==> src/rtl/tio_pkg.sv <==
package tio_pkg;
  localparam int SEL_W   = 6;
  localparam int SEL_INP = 5;
  localparam int SEL_OUT = 4;
  localparam int SEL_SKI = 3;
  localparam int SEL_SKO = 2;
  localparam int SEL_ION = 1;
  localparam int SEL_IOF = 0;

  typedef struct packed {
    logic inp;
    logic outp;
    logic ski;
    logic sko;
    logic ion;
    logic iof;
  } io_cmd_t;

  function automatic io_cmd_t decode_io(input logic exec, input logic [SEL_W-1:0] sel);
    io_cmd_t c;
    c.inp  = exec & sel[SEL_INP];
    c.outp = exec & sel[SEL_OUT];
    c.ski  = exec & sel[SEL_SKI];
    c.sko  = exec & sel[SEL_SKO];
    c.ion  = exec & sel[SEL_ION];
    c.iof  = exec & sel[SEL_IOF];
    return c;
  endfunction
endpackage

==> src/rtl/tio_rst_sync.sv <==
module tio_rst_sync (
  input  logic clk,
  input  logic rst_n,
  output logic rst_ns
);
  logic [1:0] sync_q;

  always_ff @(posedge clk or negedge rst_n) begin
    if (!rst_n) sync_q <= 2'b00;
    else        sync_q <= {sync_q[0], 1'b1};
  end

  assign rst_ns = sync_q[1];
endmodule

==> src/rtl/tio_in_chan.sv <==
module tio_in_chan #(
  parameter int CHAR_W = 8
) (
  input  logic              clk,
  input  logic              rst_n,
  input  logic              dev_wr,
  input  logic [CHAR_W-1:0] dev_char,
  input  logic              cmd_inp,
  output logic [CHAR_W-1:0] data_q,
  output logic              full_q
);
  logic              accept;
  logic              full_d;
  logic              full_en;
  logic [CHAR_W-1:0] data_d;

  always_comb begin
    accept  = dev_wr & ~full_q;
    full_en = accept | cmd_inp;
    full_d  = accept;
    data_d  = dev_char;
  end

  always_ff @(posedge clk or negedge rst_n) begin
    if (!rst_n) begin
      full_q <= 1'b0;
      data_q <= '0;
    end else begin
      if (full_en) full_q <= full_d;
      if (accept)  data_q <= data_d;
    end
  end

  a_r2_store: assert property (@(posedge clk) disable iff (!rst_n)
    (dev_wr && !full_q) |=> (full_q && data_q == $past(dev_char)));
  a_r3_no_overwrite: assert property (@(posedge clk) disable iff (!rst_n)
    (dev_wr && full_q && !cmd_inp) |=> (full_q && $stable(data_q)));
  a_r4_drain: assert property (@(posedge clk) disable iff (!rst_n)
    (cmd_inp && full_q) |=> !full_q);
endmodule

==> src/rtl/tio_out_chan.sv <==
module tio_out_chan #(
  parameter int CHAR_W = 8
) (
  input  logic              clk,
  input  logic              rst_n,
  input  logic              cmd_outp,
  input  logic [CHAR_W-1:0] acc_lo,
  input  logic              dev_consume,
  output logic [CHAR_W-1:0] data_q,
  output logic              ready_q
);
  logic taken;
  logic ready_en;
  logic ready_d;

  always_comb begin
    taken    = dev_consume & ~ready_q;
    ready_en = cmd_outp | taken;
    ready_d  = ~cmd_outp;
  end

  always_ff @(posedge clk or negedge rst_n) begin
    if (!rst_n) begin
      ready_q <= 1'b1;
      data_q  <= '0;
    end else begin
      if (ready_en) ready_q <= ready_d;
      if (cmd_outp) data_q  <= acc_lo;
    end
  end

  a_r5_load: assert property (@(posedge clk) disable iff (!rst_n)
    cmd_outp |=> (!ready_q && data_q == $past(acc_lo)));
  a_r6_consume: assert property (@(posedge clk) disable iff (!rst_n)
    (dev_consume && !ready_q && !cmd_outp) |=> ready_q);
endmodule

==> src/rtl/tio_irq_ctrl.sv <==
module tio_irq_ctrl #(
  parameter int SLOT_W      = 4,
  parameter int FETCH_SLOTS = 3
) (
  input  logic              clk,
  input  logic              rst_n,
  input  logic              ion,
  input  logic              iof,
  input  logic              irq_clear,
  input  logic [SLOT_W-1:0] slot,
  input  logic              fgi,
  input  logic              fgo,
  output logic              ien_q,
  output logic              req_q
);
  localparam logic [SLOT_W-1:0] FETCH_LIM = SLOT_W'(FETCH_SLOTS);

  logic in_fetch;
  logic ien_en;
  logic ien_d;
  logic req_set;
  logic req_en;
  logic req_d;

  always_comb begin
    in_fetch = (slot < FETCH_LIM);
    ien_en   = ion | iof | irq_clear;
    ien_d    = ~(iof | irq_clear);
    req_set  = ~in_fetch & ien_q & (fgi | fgo);
    req_en   = req_set | irq_clear;
    req_d    = ~irq_clear;
  end

  always_ff @(posedge clk or negedge rst_n) begin
    if (!rst_n) begin
      ien_q <= 1'b0;
      req_q <= 1'b0;
    end else begin
      if (ien_en) ien_q <= ien_d;
      if (req_en) req_q <= req_d;
    end
  end

  a_r8_off_wins: assert property (@(posedge clk) disable iff (!rst_n)
    iof |=> !ien_q);
  a_r9_clear: assert property (@(posedge clk) disable iff (!rst_n)
    irq_clear |=> (!ien_q && !req_q));
  a_r10_latch: assert property (@(posedge clk) disable iff (!rst_n)
    (!irq_clear && slot >= FETCH_LIM && ien_q && (fgi || fgo)) |=> req_q);
  a_r10_hold: assert property (@(posedge clk) disable iff (!rst_n)
    (req_q && !irq_clear) |=> req_q);
  a_r11_fetch_quiet: assert property (@(posedge clk) disable iff (!rst_n)
    (!req_q && slot < FETCH_LIM) |=> !req_q);
endmodule

==> src/rtl/tio_term_ctrl.sv <==
module tio_term_ctrl #(
  parameter int CHAR_W      = 8,
  parameter int SLOT_W      = 4,
  parameter int FETCH_SLOTS = 3
) (
  input  logic                       clk,
  input  logic                       rst_n,
  input  logic                       io_exec,
  input  logic [tio_pkg::SEL_W-1:0]  io_sel,
  input  logic [CHAR_W-1:0]          acc_lo,
  input  logic [SLOT_W-1:0]          slot,
  input  logic                       irq_clear,
  input  logic                       dev_wr,
  input  logic [CHAR_W-1:0]          dev_char,
  input  logic                       dev_consume,
  output logic [CHAR_W-1:0]          rx_char,
  output logic                       acc_load,
  output logic [CHAR_W-1:0]          tx_char,
  output logic                       rx_full,
  output logic                       tx_ready,
  output logic                       int_en,
  output logic                       irq_pending,
  output logic                       pc_skip
);
  import tio_pkg::*;

  logic    rst_ns;
  io_cmd_t cmd;

  tio_rst_sync u_rst (
    .clk    (clk),
    .rst_n  (rst_n),
    .rst_ns (rst_ns)
  );

  always_comb begin
    cmd      = decode_io(io_exec, io_sel);
    acc_load = cmd.inp;
    pc_skip  = (cmd.ski & rx_full) | (cmd.sko & tx_ready);
  end

  tio_in_chan #(.CHAR_W(CHAR_W)) u_in (
    .clk      (clk),
    .rst_n    (rst_ns),
    .dev_wr   (dev_wr),
    .dev_char (dev_char),
    .cmd_inp  (cmd.inp),
    .data_q   (rx_char),
    .full_q   (rx_full)
  );

  tio_out_chan #(.CHAR_W(CHAR_W)) u_out (
    .clk         (clk),
    .rst_n       (rst_ns),
    .cmd_outp    (cmd.outp),
    .acc_lo      (acc_lo),
    .dev_consume (dev_consume),
    .data_q      (tx_char),
    .ready_q     (tx_ready)
  );

  tio_irq_ctrl #(.SLOT_W(SLOT_W), .FETCH_SLOTS(FETCH_SLOTS)) u_irq (
    .clk       (clk),
    .rst_n     (rst_ns),
    .ion       (cmd.ion),
    .iof       (cmd.iof),
    .irq_clear (irq_clear),
    .slot      (slot),
    .fgi       (rx_full),
    .fgo       (tx_ready),
    .ien_q     (int_en),
    .req_q     (irq_pending)
  );

  a_r7_skip_cause: assert property (@(posedge clk) disable iff (!rst_ns)
    pc_skip |-> (io_exec && ((io_sel[SEL_SKI] && rx_full) || (io_sel[SEL_SKO] && tx_ready))));
  a_r13_idle_no_load: assert property (@(posedge clk) disable iff (!rst_ns)
    !io_exec |-> (!acc_load && !pc_skip));
endmodule

==> config.mk <==
export PLATFORM = sky130hd
export DESIGN_NAME = tio_term_ctrl
export DESIGN_NICKNAME = d
export VERILOG_FILES = /design/src/rtl/tio_pkg.sv /design/src/rtl/tio_rst_sync.sv /design/src/rtl/tio_in_chan.sv /design/src/rtl/tio_out_chan.sv /design/src/rtl/tio_irq_ctrl.sv /design/src/rtl/tio_term_ctrl.sv
export SDC_FILE = /design/constraint.sdc
export NUM_CORES = 1
export LEC_CHECK = 0
export BUFFER_PORTS_ARGS = -buffer_cell sky130_fd_sc_hd__buf_2
export CAP_MARGIN = 20
export CORE_MARGIN = 8
export CORE_UTILIZATION = 38
export CTS_CLUSTER_SIZE = 25
export DETAILED_ROUTE_END_ITERATION = 8
export PLACE_DENSITY = 0.74
export SKIP_LAST_GASP = 1
export SYNTH_ARGS = -nofsm -noshare
export SYNTH_HDL_FRONTEND = slang
export SYNTH_HIERARCHICAL = 1
export SYNTH_SLANG_ARGS = --single-unit
==> constraint.sdc <==
create_clock -name clk -period 1 [get_ports clk]
set_clock_uncertainty 0.2 [all_clocks]
set_input_delay 0.1 -clock clk [delete_from_list [all_inputs] [get_ports clk]]
set_output_delay 0.1 -clock clk [all_outputs]
set_load 0.05 [all_outputs]
==> flow_summary.yaml, run 1 <==
run_status:
  status: "complete, but fails checks"
  violations: "hold timing, setup timing"
route:
  met3_length_um: 215
  first_pass_iters: 2
  ant_nets: 0
  vias: 823
  routed.top_layer: "met4"
  initialDrtViolationCount: 9
  wl_met1_mm: 1.08
  wl_met2_mm: 1.68
  wl_per_cell_um: 16.7
  wl_mm: 3.07
  vias_per_cell: 4.50
  route.detailed.drc: 0
synth:
  yosys_register_bits: 22
  syn-cell-area_sq_um: 943
  yosysUniqueCellTypes: 17
  syn-num-nets: 90
  synth_cells: 58
  synth_warnings: 6
  synth-seq-area-share_pct: 58.5
  syn_area_per_cell_sq_um: 16.3
placed_design:
  port_buffers: 53
  gp_congestion: 0.715
  dp_hpwl_mm: 1.98
  dp_cells: 146
global_route:
  grt_max_degree: 14
  antenna_found_initial: 0
  grt_pass1_vias: 983
  track_usage_pct: 15.0
  grt_pass1_wl_mm: 4.90
  gr-total-overflow: 0
timing:
  final_max_slew_viol_count: 0
  clock.fmax_mhz: 631
  period_minus_slack_ns: 1.58
  setup_tns_ns: -10.11
  min_period_over_period_pct: 158
  fin_ws_ns: -0.585
  hold_viol: 6
  whs_ns: -0.169
  rsz0062_at_grt: "yes"
  setup_viol: 37
cts:
  root_buffer: "clkbuf_4"
  numCtsBuffers: 3
  insertion_delay_ns: 0.31
  path_clk_slew_ns: 0.12
  cts_sinks: 22
  clockBufferDepth: 2
  htreeDepth: 1
  hold_buffers: 21
  cts_tree: "built"
finish:
  final_cells: 183
  n_antenna_cell: 0
  drive_above_1_share_pct: 75.2
  nNetsFinal: 186
  final_core_util_pct: 77.7
  area_growth_pct: 98.4
  final_cell_mix: "buf_2 (31), buf_6 (26), dlygate4sd3_1 (20), mux2_4 (16)"
  layout_commonest_cell: "buf_2"
worst_setup_path:
  critical_path_arrival_ns: 1.28
  cp_max_fo: 2
  critPathLaunchType: "register"
  worstPathRequired_ns: 0.70
  critical_path_class: "reg -> out"
  critPathLaunch: "u_in/full_q$_DFFE_PN0P_"
  worstSetupEndpointType: "primary output"
  rr_startpoint: "u_in/full_q$_DFFE_PN0P_"
power_and_ir_drop:
  p_leak_nw: 0.914
  power_mw: 3.49
  ir_worst_vdd_mv: 1.41
  p_per_area_nw_per_um2: 1860
run:
  max_cap_viol_count: 0
hold_path:
  hold_path.startpoint: "io_sel[0]"
  hp-class: "in -> reg"
floorplan:
  io_pins: 54
  core_sq_um: 2410
  fp-row-count: 18
  chipHeight_um: 65.8
  start_util_pct: 39.1
  fp.dieW_um: 65.8
  die_area_sq_um: 4330
[final cells by class]
type | instances | area [sq um]
repair buffers | 93 | 808
flip-flops and latches | 22 | 564
fillers | 138 | 538
multi-input cells | 33 | 405
well taps | 30 | 37.5
clock inverters | 1 | 30.0
clock buffers | 3 | 22.5
inverters | 1 | 3.75
[layer usage]
metal	up-vias	track usage, %
met2	33	27.4
met1	397	14.5
met3	8	4.92
met4	0	8.17
met5	-	0
li1	385	-
[where the power goes]
part | internal [mW] | leakage [nW] | total, mW | switching, mW
logic | 0.783 | 0.637 | 1.62 | 0.834
clock network | 0.405 | 0.0279 | 0.690 | 0.284
registers | 1.06 | 0.249 | 1.18 | 0.125
total | 2.24 | 0.914 | 3.49 | 1.24
[state kept, by name, summed over array words and instances, names as in the netlist]
register	count
u_out/ready_q	1
u_in/data_q	8
u_in/full_q	1
u_irq/req_q	1
u_out/data_q	8
u_irq/ien_q	1
u_rst/sync_q	2
[synth_stat cells]
cell type | count | area share, %
nor2_1 | 3 | 1.2
a22oi_1 | 1 | 0.80
dfstp_2 | 1 | 2.8
buf_6 | 2 | 2.4
and2_1 | 4 | 2.7
o32ai_2 | 1 | 1.7
nor2b_1 | 1 | 0.66
nand2b_4 | 1 | 1.5
inv_1 | 1 | 0.40
o21ba_2 | 1 | 1.1
a21oi_1 | 1 | 0.53
dfrtp_1 | 21 | 56
nor2b_2 | 1 | 0.93
conb_1 | 1 | 0.40
mux2_4 | 16 | 25
a211oi_2 | 1 | 1.3
nor3_1 | 1 | 0.53
[kinds of logic (layout without fill, tap and decap cells)]
kind of cell           count (synthesis)  count (layout)  share of synthesized area [%]
AO/OA/AOI/OAI                          5               5                           5.44
buffers and inverters                  3              98                           2.78
flip-flops                            22              22                           58.5
multiplexers                          16              16                           25.5
other                                  1               1                          0.397
AND/OR/NAND/NOR                       11              11                           7.43
[worst paths after layout]
| kind | end | slack, ns | cells after the start |
|---|---|---|---|
| setup / recovery | pc_skip | -0.58 | 4 |
| hold / removal | u_irq/ien_q$_DFFE_PN0P_ | -0.17 | 3 |
| setup reg to reg | u_in/data_q[6]$_DFFE_PN0P_ | -0.54 | 5 |
| hold reg to reg | u_in/full_q$_DFFE_PN0P_ | -0.10 | 0 |
| max in group asynchronous | u_rst/sync_q[1]$_DFF_PN0_ | 0.05 | 3 |
| min in group asynchronous | u_in/full_q$_DFFE_PN0P_ | -0.10 | 0 |
[critical path, stage by stage, from the launching register on]
cell	delay, ns
dfrtp_2	0.43
buf_6	0.12
a22oi_2	0.20
nor2b_4	0.07
buf_8	0.15
[per-stage QoR]
| step | instance area (sq um) | worst slack (ns) |
|---|---|---|
| 2_1_floorplan | 968 | -0.442 |
| 3_3_place_gp | 1310 | -0.293 |
| 3_5_place_dp | 1310 | -0.316 |
| 4_1_cts | 1830 | -0.567 |
| 5_1_grt | 1870 | -0.643 |
| 6_report | 1870 | -0.585 |
[what timing repair did]
action | 4_1_cts | 5_1_grt
hold endpoints to repair | 25 | 6
endpoints found under the setup margin | 33 | 42
pin swaps | 1 | 2
resized for setup | 55 | 11
buffers inserted | 9 | 7
(Power assumes the default switching activity.)
==> run 2: changes to the inputs <==
--- a/config.mk
+++ b/config.mk
@@ -12,6 +12,7 @@
 export CTS_CLUSTER_SIZE = 25
 export DETAILED_ROUTE_END_ITERATION = 8
 export PLACE_DENSITY = 0.74
+export SETUP_SLACK_MARGIN = 0.15
 export SKIP_LAST_GASP = 1
 export SYNTH_ARGS = -nofsm -noshare
 export SYNTH_HDL_FRONTEND = slang
==> run 2 against run 1 <==
The flow still finishes with violations (hold timing, setup timing). Core utilization is 5.9 points lower. Cell area is 7.6% lower. Flip-flop and latch count stayed put. Maximum frequency is 2.3% higher. Hold slack worse by 0.056 ns. Critical path type unchanged.
==> flow_summary.yaml, run 2 (synthesis gave the netlist of run 1 again) <==
power_and_ir_drop:
  clkPwrFrac_pct: 14.8
  seq_power_share_pct: 36.3
  switching_share_pct: 37.1
  intPower_mw: 2.05
  p_per_area_nw_per_um2: 1880
  pwr-share-comb_pct: 48.9
  p_leak_nw: 0.852
  power_mw: 3.25
  switching_power_mw: 1.21
  ir_worst_vdd_mv: 1.40
timing:
  min_period_over_period_pct: 155
  whs_ns: -0.225
  rsz0062_at_grt: "yes"
  slew_headroom_pct: 64.2
  final_max_slew_viol_count: 0
  clock.fmax_mhz: 646
  tightest_slew_ns: 0.537
  hold_viol: 25
  fin_ws_ns: -0.549
  setup_viol: 38
  setup_tns_ns: -9.59
  period_minus_slack_ns: 1.55
cts:
  htreeDepth: 1
  cts_tree: "built"
  hold_buffers: 1
  insertion_delay_ns: 0.30
  path_clk_slew_ns: 0.12
  cts_sinks: 22
  clockBufferDepth: 2
  root_buffer: "clkbuf_4"
  numCtsBuffers: 3
finish:
  drive_above_1_share_pct: 87.8
  nFillCells: 152
  largestRegisters: "u_in/data_q: 8 flops, u_out/data_q: 8 flops, u_rst/sync_q: 2 flops"
  area_growth_pct: 83.3
  n_antenna_cell: 0
  nNetsFinal: 172
  final_cell_mix: "buf_2 (30), buf_6 (30), mux2_4 (16), buf_4 (13), dfrtp_2 (12)"
  regArea_sq_um: 567
  multi_input_area_sq_um: 404
floorplan:
  fp-row-count: 18
  die_area_sq_um: 4330
  io_pins: 54
  fp.dieW_um: 65.8
  start_util_pct: 39.1
  chipHeight_um: 65.8
  core_sq_um: 2410
route:
  first_pass_iters: 2
  route.detailed.drc: 0
  ant_nets: 0
  initialDrtViolationCount: 16
  wl_mm: 2.87
  vias: 772
  vias_per_cell: 4.57
  wl_per_cell_um: 17.0
global_route:
  grt_pass1_wl_mm: 4.26
  antenna_found_initial: 0
  grt_pass1_vias: 876
  track_usage_pct: 13.2
  gr-total-overflow: 0
  grt_max_degree: 13
worst_setup_path:
  critical_path_arrival_ns: 1.25
  cp_max_fo: 2
  worstSetupEndpointType: "primary output"
  critical_path_class: "reg -> out"
  worstPathRequired_ns: 0.70
  critPathLaunchType: "register"
run_status:
  violations: "hold timing, setup timing"
  status: "complete, but fails checks"
placed_design:
  place_ws_ns: -0.336
  dp_hpwl_mm: 1.95
  port_buffers: 53
  gp_congestion: 0.697
hold_path:
  hp-class: "in -> reg"
run:
  max_cap_viol_count: 0
-- run 2: cell types whose count changed in the layout (fill, tap and decap cells not counted), sizes merged --
cell and delta:
buf +6, bufinv -1, clkbuf +1, dlygate4sd3 -19, dlymetal6s4s -1
-- run 2: final timing paths --
kind,startpoint,end,slack [ns],cells past startpoint
min in group asynchronous,u_rst/sync_q[1]$_DFF_PN0_,u_irq/ien_q$_DFFE_PN0P_,-0.11,0
max in group asynchronous,u_rst/sync_q[1]$_DFF_PN0_,u_out/data_q[6]$_DFFE_PN0P_,0.37,1
setup / recovery,u_in/full_q$_DFFE_PN0P_,pc_skip,-0.55,4
hold / removal,irq_clear,u_irq/ien_q$_DFFE_PN0P_,-0.22,2
setup reg to reg,u_in/full_q$_DFFE_PN0P_,u_in/data_q[4]$_DFFE_PN0P_,-0.45,4
hold reg to reg,u_rst/sync_q[1]$_DFF_PN0_,u_irq/ien_q$_DFFE_PN0P_,-0.11,0
-- run 2: power by group through the flow --
stage	sequential, mW	combinational [mW]	clock, mW
5_1_grt	1.20	1.66	0.540
2_1_floorplan	1.71	0.299	0
3_3_place_gp	1.16	1.14	0
4_1_cts	1.18	1.53	0.498
3_5_place_dp	1.16	1.16	0
6_report	1.18	1.59	0.482
-- run 2: worst max-delay path, cell delays in order, from the launching register on --
cell and delay, ns:
dfrtp_2 0.43, buf_6 0.12, a22oi_2 0.19, nor2b_4 0.06, buf_8 0.15
-- run 2: final cells by class --
| type | instances | share of cell area, % |
|---|---|---|
| clock buffers | 4 | 2.10 |
| flip-flops and latches | 22 | 32.8 |
| multi-input cells | 33 | 23.4 |
| inverters | 1 | 0.217 |
| well taps | 30 | 2.17 |
| repair buffers | 79 | 39.4 |
-- run 2: stage by stage --
stage | hold WS (ns) | cells | util (%) | cell area [sq um]
after floorplan | -0.396 | 58 | - | 971
after global placement | -0.314 | 146 | 54.6 | 1320
after detailed placement | -0.308 | 146 | 54.6 | 1320
after CTS | -0.233 | 163 | 68.8 | 1660
after global routing | -0.245 | 169 | 71.8 | 1730
final | -0.225 | 169 | 71.8 | 1730
-- run 2: repair_timing --
action | CTS | global route
setup endpoints to repair | 42 | 42
endpoints found under the hold margin | 25 | 25
buffers inserted | 12 | 6
pin swaps | 3 | 0
gates resized for setup | 61 | 7
cloned | 0 | 0
-- run 2: per-layer routing --
metal	GRT usage, %	up-vias	share of wire [%]
met1	14.0	372	34
li1	-	359	-
met4	7.08	0	2.0
met3	5.93	6	9.0
met2	21.7	35	55
met5	0	-	0
